<file path="config.mk">
export PLATFORM = sky130hd
export DESIGN_NAME = ctx_serializer
export DESIGN_NICKNAME = d
export VERILOG_FILES = /design/src/rtl/ctx_pkg.sv /design/src/rtl/ctx_holdbuf.sv /design/src/rtl/ctx_framer.sv /design/src/rtl/ctx_shifter.sv /design/src/rtl/ctx_serializer.sv
export SDC_FILE = /design/constraint.sdc
export NUM_CORES = 1
export LEC_CHECK = 0
export ABC_AREA = 1
export BUFFER_PORTS_ARGS = -buffer_cell sky130_fd_sc_hd__clkbuf_2
export CORE_ASPECT_RATIO = 1.2
export CORE_MARGIN = 2
export CORE_UTILIZATION = 60
export CTS_BUF_LIST = sky130_fd_sc_hd__clkbuf_4 sky130_fd_sc_hd__clkbuf_8
export DETAILED_ROUTE_END_ITERATION = 8
export GPL_ROUTABILITY_DRIVEN = 0
export GPL_TIMING_DRIVEN = 1
export PLACE_DENSITY_LB_ADDON = 0.25
export RECOVER_POWER = 25
export SKIP_CTS_REPAIR_TIMING = 1
export SYNTH_ARGS = -nofsm -noshare
export SYNTH_HDL_FRONTEND = slang
export SYNTH_HIERARCHICAL = 1
export SYNTH_SLANG_ARGS = --single-unit
</file>
<file path="constraint.sdc">
create_clock -name clk -period 2.5 [get_ports clk]
set_input_delay 0.25 -clock clk [delete_from_list [all_inputs] [get_ports clk]]
set_output_delay 0.25 -clock clk [all_outputs]
set_load 0.03 [all_outputs]
</file>
<file path="src/rtl/ctx_pkg.sv">
// Shared encodings for the character serializer.
// Assumes: field codes match the programming values listed in the brief.
package ctx_pkg;
    typedef enum logic [1:0] {
        PAR_EVEN  = 2'b00,
        PAR_ODD   = 2'b01,
        PAR_SPACE = 2'b10,
        PAR_MARK  = 2'b11
    } par_kind_e;

    typedef enum logic [1:0] {
        EN_HALT  = 2'b00,
        EN_DRAIN = 2'b01,
        EN_RUN   = 2'b10,
        EN_CTS   = 2'b11
    } en_mode_e;
endpackage

</file>
<file path="src/rtl/ctx_holdbuf.sv">
// One-entry holding register between the parallel side and the shifter.
// Assumes: load and take are never high together (load needs empty, take needs full).
module ctx_holdbuf #(
    parameter int DATA_W = 8
) (
    input  logic              clk,
    input  logic              rst_n,
    input  logic              load,
    input  logic [DATA_W-1:0] data,
    input  logic              take,
    input  logic              flush,
    output logic              valid,
    output logic [DATA_W-1:0] q
);
    // Capture, hand over or discard the waiting character.
    always_ff @(posedge clk) begin
        if (!rst_n) begin
            valid <= 1'b0;
            q     <= '0;
        end else if (flush) begin
            valid <= 1'b0;
        end else if (take) begin
            valid <= 1'b0;
        end else if (load) begin
            valid <= 1'b1;
            q     <= data;
        end
    end

    assert_hold_stable_R11: assert property (@(posedge clk) disable iff (!rst_n)
        (valid && !take && !flush) |=> (valid && $stable(q)));
    assert_no_overwrite_R11: assert property (@(posedge clk) disable iff (!rst_n)
        load |-> !valid);
endmodule

</file>
<file path="src/rtl/ctx_framer.sv">
// Builds the bit frame for one character: data bits LSB first, then parity.
// Assumes: DATA_W equals 2**LEN_W so that code zero stands for the full width.
module ctx_framer
    import ctx_pkg::*;
#(
    parameter int DATA_W  = 8,
    parameter int LEN_W   = 3,
    parameter int FRAME_W = DATA_W + 1,
    parameter int CNT_W   = $clog2(FRAME_W + 1)
) (
    input  logic [DATA_W-1:0]  data,
    input  logic [LEN_W-1:0]   len_code,
    input  logic               par_en,
    input  par_kind_e          par_kind,
    output logic [FRAME_W-1:0] frame,
    output logic [CNT_W-1:0]   frame_len
);
    logic [CNT_W-1:0]  nbits;
    logic [DATA_W-1:0] masked;
    logic              par_bit;

    // Decode the length code; zero means the full data width.
    always_comb begin
        if (len_code == '0) nbits = CNT_W'(DATA_W);
        else                nbits = CNT_W'(len_code);
    end

    // Keep only the bits that will be sent, for parity.
    always_comb begin
        for (int i = 0; i < DATA_W; i++) begin
            masked[i] = data[i] & (i < int'(nbits));
        end
    end

    // Pick the parity bit for the selected kind.
    always_comb begin
        unique case (par_kind)
            PAR_EVEN:  par_bit = ^masked;
            PAR_ODD:   par_bit = ~(^masked);
            PAR_SPACE: par_bit = 1'b0;
            PAR_MARK:  par_bit = 1'b1;
            default:   par_bit = 1'b1;
        endcase
    end

    // Lay out the frame; unused positions rest at mark.
    always_comb begin
        frame = '1;
        for (int i = 0; i < DATA_W; i++) begin
            if (i < int'(nbits)) frame[i] = data[i];
        end
        if (par_en) frame[nbits] = par_bit;
        frame_len = nbits + CNT_W'(par_en);
    end
endmodule

</file>
<file path="src/rtl/ctx_shifter.sv">
// Shifts a frame out one bit per strobe; reports when a new frame may begin.
// Assumes: start is raised only while slot is high; abort wins over all else.
module ctx_shifter #(
    parameter int FRAME_W = 9,
    parameter int CNT_W   = $clog2(FRAME_W + 1)
) (
    input  logic               clk,
    input  logic               rst_n,
    input  logic               bit_tick,
    input  logic               abort,
    input  logic               start,
    input  logic [FRAME_W-1:0] frame,
    input  logic [CNT_W-1:0]   frame_len,
    output logic               txd,
    output logic               busy,
    output logic               slot
);
    logic [FRAME_W-1:0] sh;
    logic [CNT_W-1:0]   remaining;

    // A frame may begin when idle, or on the strobe that ends the last bit.
    assign slot = bit_tick && (!busy || remaining == '0);

    // Shift register, bit counter and line driver.
    always_ff @(posedge clk) begin
        if (!rst_n) begin
            txd       <= 1'b1;
            busy      <= 1'b0;
            remaining <= '0;
            sh        <= '0;
        end else if (abort) begin
            txd       <= 1'b1;
            busy      <= 1'b0;
            remaining <= '0;
        end else if (start) begin
            txd       <= frame[0];
            sh        <= frame >> 1;
            remaining <= frame_len - 1'b1;
            busy      <= 1'b1;
        end else if (bit_tick && busy) begin
            if (remaining != '0) begin
                txd       <= sh[0];
                sh        <= sh >> 1;
                remaining <= remaining - 1'b1;
            end else begin
                busy <= 1'b0;
                txd  <= 1'b1;
            end
        end
    end

    assert_bit_hold_R5: assert property (@(posedge clk) disable iff (!rst_n)
        (!bit_tick && !abort) |=> $stable(txd));
    assert_count_range_R2: assert property (@(posedge clk) disable iff (!rst_n)
        busy |-> (remaining < CNT_W'(FRAME_W)));
    assert_start_in_slot_R6: assert property (@(posedge clk) disable iff (!rst_n)
        start |-> slot);
endmodule

</file>
<file path="src/rtl/ctx_serializer.sv">
// Top: character serializer with programmable length, parity and enable modes.
// Assumes: cts, en_mode and bit_tick are synchronous to clk; bit_tick is a
// single-cycle pulse.
module ctx_serializer
    import ctx_pkg::*;
#(
    parameter int DATA_W = 8,
    parameter int LEN_W  = 3
) (
    input  logic              clk,
    input  logic              rst_n,
    input  logic [DATA_W-1:0] tx_data,
    input  logic              tx_load,
    output logic              tx_ready,
    input  logic [LEN_W-1:0]  len_sel,
    input  logic              par_en,
    input  logic [1:0]        par_sel,
    input  logic [1:0]        en_mode,
    input  logic              cts,
    input  logic              bit_tick,
    output logic              txd,
    output logic              tx_idle
);
    localparam int FRAME_W = DATA_W + 1;
    localparam int CNT_W   = $clog2(FRAME_W + 1);

    en_mode_e           mode;
    par_kind_e          pkind;
    logic               go, abort, load_ok, start, slot, busy;
    logic               buf_valid;
    logic [DATA_W-1:0]  buf_q;
    logic [FRAME_W-1:0] frame;
    logic [CNT_W-1:0]   frame_len;

    assign mode  = en_mode_e'(en_mode);
    assign pkind = par_kind_e'(par_sel);

    // Mode decode: which modes may begin a character, and which abort.
    always_comb begin
        go    = (mode == EN_RUN) || ((mode == EN_CTS) && cts);
        abort = (mode == EN_HALT);
    end

    assign tx_ready = !buf_valid && !abort;
    assign load_ok  = tx_load && tx_ready;
    assign start    = slot && buf_valid && go;
    assign tx_idle  = !busy;

    ctx_holdbuf #(.DATA_W(DATA_W)) u_buf (
        .clk   (clk),
        .rst_n (rst_n),
        .load  (load_ok),
        .data  (tx_data),
        .take  (start),
        .flush (abort),
        .valid (buf_valid),
        .q     (buf_q)
    );

    ctx_framer #(.DATA_W(DATA_W), .LEN_W(LEN_W), .FRAME_W(FRAME_W), .CNT_W(CNT_W)) u_framer (
        .data      (buf_q),
        .len_code  (len_sel),
        .par_en    (par_en),
        .par_kind  (pkind),
        .frame     (frame),
        .frame_len (frame_len)
    );

    ctx_shifter #(.FRAME_W(FRAME_W), .CNT_W(CNT_W)) u_shift (
        .clk       (clk),
        .rst_n     (rst_n),
        .bit_tick  (bit_tick),
        .abort     (abort),
        .start     (start),
        .frame     (frame),
        .frame_len (frame_len),
        .txd       (txd),
        .busy      (busy),
        .slot      (slot)
    );

    assert_idle_mark_R10: assert property (@(posedge clk) disable iff (!rst_n)
        tx_idle |-> txd);
    assert_halt_R9: assert property (@(posedge clk) disable iff (!rst_n)
        (mode == EN_HALT) |=> (tx_idle && txd));
    assert_cts_gate_R7: assert property (@(posedge clk) disable iff (!rst_n)
        (start && mode == EN_CTS) |-> cts);
    assert_drain_no_start_R8: assert property (@(posedge clk) disable iff (!rst_n)
        (mode == EN_DRAIN) |-> !start);
endmodule

</file>
; ---- Yosys cells after proc, flatten, opt, wreduce, memory -nomap -nowiden
; Cells that the tools add are included.
[totals]
output_inout_bits = 3
in_bits = 21
word_cells = 90
mem_bits_ro = 0
ram_bits = 0
register_bits = 24
mem_count = 0
latchBits = 0
[op_classes]
mul = 0
n_reduce_logical = 27
n_shift = 0
mux = 26
bitwise_logic = 12
order_cmp = 10
add_sub_neg = 3
eq_ne = 6
div = 0
[op_table]
columns = op, n
row1 = 2-to-1 mux 9 bit, 4
row2 = "less-than comparator 3 x 4 -> 1 bit, first input constant", 4
row3 = 2-to-1 mux 4 bit, 4
row4 = 2-to-1 mux 1 bit, 15
row5 = bitwise mux 9 bit, 1
row6 = bitwise AND 1 bit, 8
row7 = "== test 2 bit, second input constant", 4
row8 = logical AND 1 bit, 8
row9 = "less-than comparator 1 x 4 -> 1 bit, first input constant", 2
row10 = "less-than comparator 2 x 4 -> 1 bit, first input constant", 2
row11 = XOR reduction 8 bit, 1
row12 = "subtractor 4 x 1 -> 4 bit, second input constant", 2
row13 = AND reduction 3 bit, 2
row14 = "less-than comparator 4 x 5 -> 1 bit, second input constant", 1
row15 = adder 4 x 1 -> 4 bit, 1
row16 = demux 1 bit (select 4 bit), 1
row17 = "greater-or-equal comparator 4 x 1 -> 1 bit, second input constant", 1
row18 = logical NOT 2 bit, 2
row19 = logical NOT 4 bit, 1
row20 = NOT 1 bit, 4
row21 = one-hot mux 1 bit (4 select lines), 1
row22 = AND reduction 2 bit, 2
row23 = nonzero test 2 bit, 2
row24 = nonzero test 4 bit, 1
row25 = other kinds (7), 10

; ---- Longest topological paths before layout
[depth]
ltp_word = 10
ltp_mapped = 20
mapped_depth_nobuf = 19

; ---- Hierarchy
; The synthesis kept the hierarchy.
[by_module_without_submodules]
columns = module, instances, seq_area_each_um2, cells_per_inst, area_per_inst_um2
row1 = ctx_shifter, 1, 280.3, 140, 869.6
row2 = ctx_framer, 1, 0.0, 133, 661.9
row3 = ctx_holdbuf, 1, 180.2, 56, 404.1
row4 = ctx_serializer, 1, 0.0, 9, 43.8

; ---- Worst setup path after synthesis
; No wires, ideal clock.
[synth_path]
path_kind = register -> register
from = reg u_shift.remaining[0]
to = reg u_shift.remaining[2]
stages_incl_launch_ff = 14
path_buffers = 1
setup_ns = 0.120
period_less_slack_ns = 2.017
arrival_ns = 1.897
t_required_ns = 2.380
setup_slack_ns = 0.483
cell_sequence = dfxtp_1 -> nor2_2 -> nand3_1 -> a21oi_1 -> nand3_1 -> nor2_1 -> inv_2 -> buf_6 -> nand2_1 -> nand2_1 -> ha_1 -> xor2_1 -> nand2_1 -> a21oi_2
[synth_between]
elab_chain_cells = 7
word_cells_on_any_way = 13
cone_classes = add/sub (1) / mux (3) / reduce/logical (9)
[synth_lines]
columns = item, line_no
row1 = "start, declared", ctx_shifter.sv:19  ; logic [CNT_W-1:0] remaining;
row2 = "start signal, assigned", ctx_shifter.sv:38  ; remaining <= frame_len - 1'b1;
row3 = "start signal, assigned", ctx_shifter.sv:44  ; remaining <= remaining - 1'b1;
row4 = logical NOT 4 bit (*), ctx_shifter.sv:22  ; assign slot = bit_tick && (!busy || remaining == '0);
row5 = logical OR 1 bit (*), ctx_shifter.sv:22
row6 = logical AND 1 bit (*), ctx_shifter.sv:22
row7 = named net slot, ctx_serializer.sv:29  ; logic go, abort, load_ok, start, slot, busy;
row8 = logical AND 1 bit (*) (2 in series), ctx_serializer.sv:46  ; assign start = slot && buf_valid && go;
row9 = named net start, ctx_serializer.sv:29
row10 = nonzero test 2 bit (no source line), -
row11 = AND reduction 2 bit (no source line), -
; The timed path passes the listed nets; every way through them passes the cells marked *. The select of a mux whose other input is x is not followed.
; A chain may end at the register's enable or synchronous reset.

; ---- Worst setup path in the final report
; Same ends and word-level chain as after synthesis.

==> metrics.txt <==
layout cells sized above 1=0.1798; Routed Antenna Nets=0; DIE WIDTH=56.43 um; Worst-path clk slew=130 ps; wire length per cell=9.974 um; delay-heaviest family, CP=simple AND/OR/NAND/NOR gates; register area=460.4 um2; Skew-Pair Late Insertion Delay=310 ps; worst path required time=2750 ps; startpoint class of the critical path=flip-flop; deepest clock path buffer count=2; critical-path maximum fanout=23; non-filler cells, final=392; critical-path cell list=nor2_2 > nand3_1 > a21oi_1 > nand3_1 > nor2_1 > buf_4 > nand2_1 > nand2_2 > ha_1 > xor2_1 > nand2_1 > a21oi_2; Post-Place Setup Slack=394.0 ps; status=finished clean; GRT Total Usage=0.2268; die area=0.003776 mm2; final worst slack=371.8 ps; grt total ovfl=0; area grow syn2layout=5.689%; Lkg Pwr=1.142 nW; Seq/Total Area, Yosys=0.2326; yosys warns=6; FMAX=0.4699 GHz; PD cells=384.7 mW/mm2; Slew HR=0.7538; num rows=22; worst path buffer plus inverter count=1; VDD IR max=0.2870 mV; initial antenna violation count=0; starting DRC count in detailed routing=73; diodes inserted=0; Root Driver=clkbuf_4; CTS tree=built; largest net degree at the start of global routing=24; # DRC=0; Power Total=0.0008049 W; height of the die=66.92 um; WS Path Type=flip-flop to flip-flop; Synth Area in Compound Gates=0.08786; Seq cells post-synth=23; via count=1968; Least-Margin Pin Slew=369.2 ps; Min Hold Slack=243.9 ps; count of port buffers added during placement=23; final hold violation count=0; xor-xnor portion of the synthesized cell area=0.01327; Core ar.=0.003110 mm2; area of the multi-input gates=0.001215 mm2; WP data arrival=2380 ps; adder-cell share of the synthesized area=0.01264; Fin Clk Skew=11.13 ps; Mapped Nets=361; Total Wirelength=3.910 mm; CP endpoint kind=flip-flop; Final period util=0.8513; Initial Util=0.6364; unrepaired setup endpoints after global routing=false; Hold Crit Class=input pin to flip-flop; minimum clock period=2128 ps; post-synthesis mux area share=0; clk sinks=23; vias in the first global route=1748; H-tree depth=1; synth unique cells=29; Final setup viols=0; fill cell count=305; Mapped Cells=338; detailed placer's ending HPWL=3.073 mm; crit-path max cell delay=360 ps; nets@finish=380; final setup TNS=0 ps; max-cap viol count=0; Simple-Gate Fraction of Synth Area=0.5000; CTS Buf Count=3; Ports=24; Final Slew Violations=0; first-pass GRT wire length=6.927 mm; largest family of logic cells by synthesized area=simple AND/OR/NAND/NOR gates; Mean Syn Cell Area=5.856 um2; Initial DRT Pass Iterations=5; drt via density=5.020; synthesized cell area=0.001979 mm2; CP max stage cell=dfxtp_1; post-placement cell count=388
through the flow:
step	area, um2	utilization
final	2092	0.6726
after global placement	2068	0.6649
after floorplan	1979	-
after detailed placement	2068	0.6649
after CTS	2096	0.6738
after global routing	2092	0.6726
cell usage in the layout, fill, tap and decap left out, drive strengths merged:
cell and instances:
nand2 122, inv 56, nor2 42, nand3 38, clkbuf 26, dfxtp 23
a21oi 18, o21ai 13, nand4 4, xor2 3, clkinv 3, buf 2
or2 2, ha 2, nor3 2
kinds of logic after synthesis:
logic type               count (synthesis)
AND/OR/NAND/NOR                        210
buffers and inverters                   69
AO/OA/AOI/OAI                           31
flip-flops                              23
XOR/XNOR                                 3
adder cells (fa/ha/maj)                  2
where the power goes:
part           leakage (nW)  switching (W)  internal, W
Sequential            0.187      0.0000179     0.000381
Clock                0.0177       0.000108    0.0000596
Combinational         0.937       0.000152    0.0000858
Total                  1.14       0.000279     0.000526
worst register-to-register path, cell delays in order (launching register included):
cell and delay, ps:
dfxtp_1 360, nor2_2 150, nand3_1 140, a21oi_1 170, nand3_1 90, nor2_1 150, buf_4 280, nand2_1 110
nand2_2 110, ha_1 160, xor2_1 150, nand2_1 90, a21oi_2 110
worst paths after layout:
| path | start | cells past startpoint | end | slack [ps] |
|---|---|---|---|---|
| hold reg to reg | u_shift/sh[7] | 2 | u_shift/sh[7] | 470 |
| setup reg to reg | u_shift/remaining[0] | 12 | u_shift/remaining[2] | 370 |
| hold / removal | tx_data[7] | 5 | u_buf/q[7] | 240 |
| setup / recovery | u_shift/remaining[0] | 12 | u_shift/remaining[2] | 370 |
layer usage:
layer	up-vias	share of wire	global-route usage
met2	43	0.46	0.4128
met5	-	0	0
met4	0	0.028	0.08929
li1	1072	-	-
met1	845	0.46	0.2682
met3	8	0.048	0.02718
synthesized netlist by cell type, drive strengths merged:
library cell	n	area, um2
clkinv	2	7.510
clkbuf	1	3.750
or2	2	12.51
nor2	42	180.2
dfxtp	23	460.4
o21ai	13	80.08
nand3	38	240.2
xor2	3	26.28
inv	56	210.2
a21oi	18	93.84
ha	2	25.02
nor3	2	15.01
nand4	4	31.28
nand2	122	510.5
buf	10	82.57
flip-flops by register name, summed over array words and instances (netlist names):
name,count
u_buf/q,8
u_buf/valid,1
u_shift/busy,1
u_shift/remaining,4
u_shift/sh,8
u_shift/txd,1
final cells by class:
| cell class | instances | area share |
|---|---|---|
| Clock buffer | 3 | 0.01077 |
| Clock inverter | 1 | 0.002392 |
| Inverter | 58 | 0.1041 |
| Multi-Input combinational cell | 246 | 0.5807 |
| Sequential cell | 23 | 0.2201 |
| Tap cell | 36 | 0.02153 |
| Timing Repair Buffer | 25 | 0.06041 |
No activity file was read; power rests on OpenSTA's default activity.
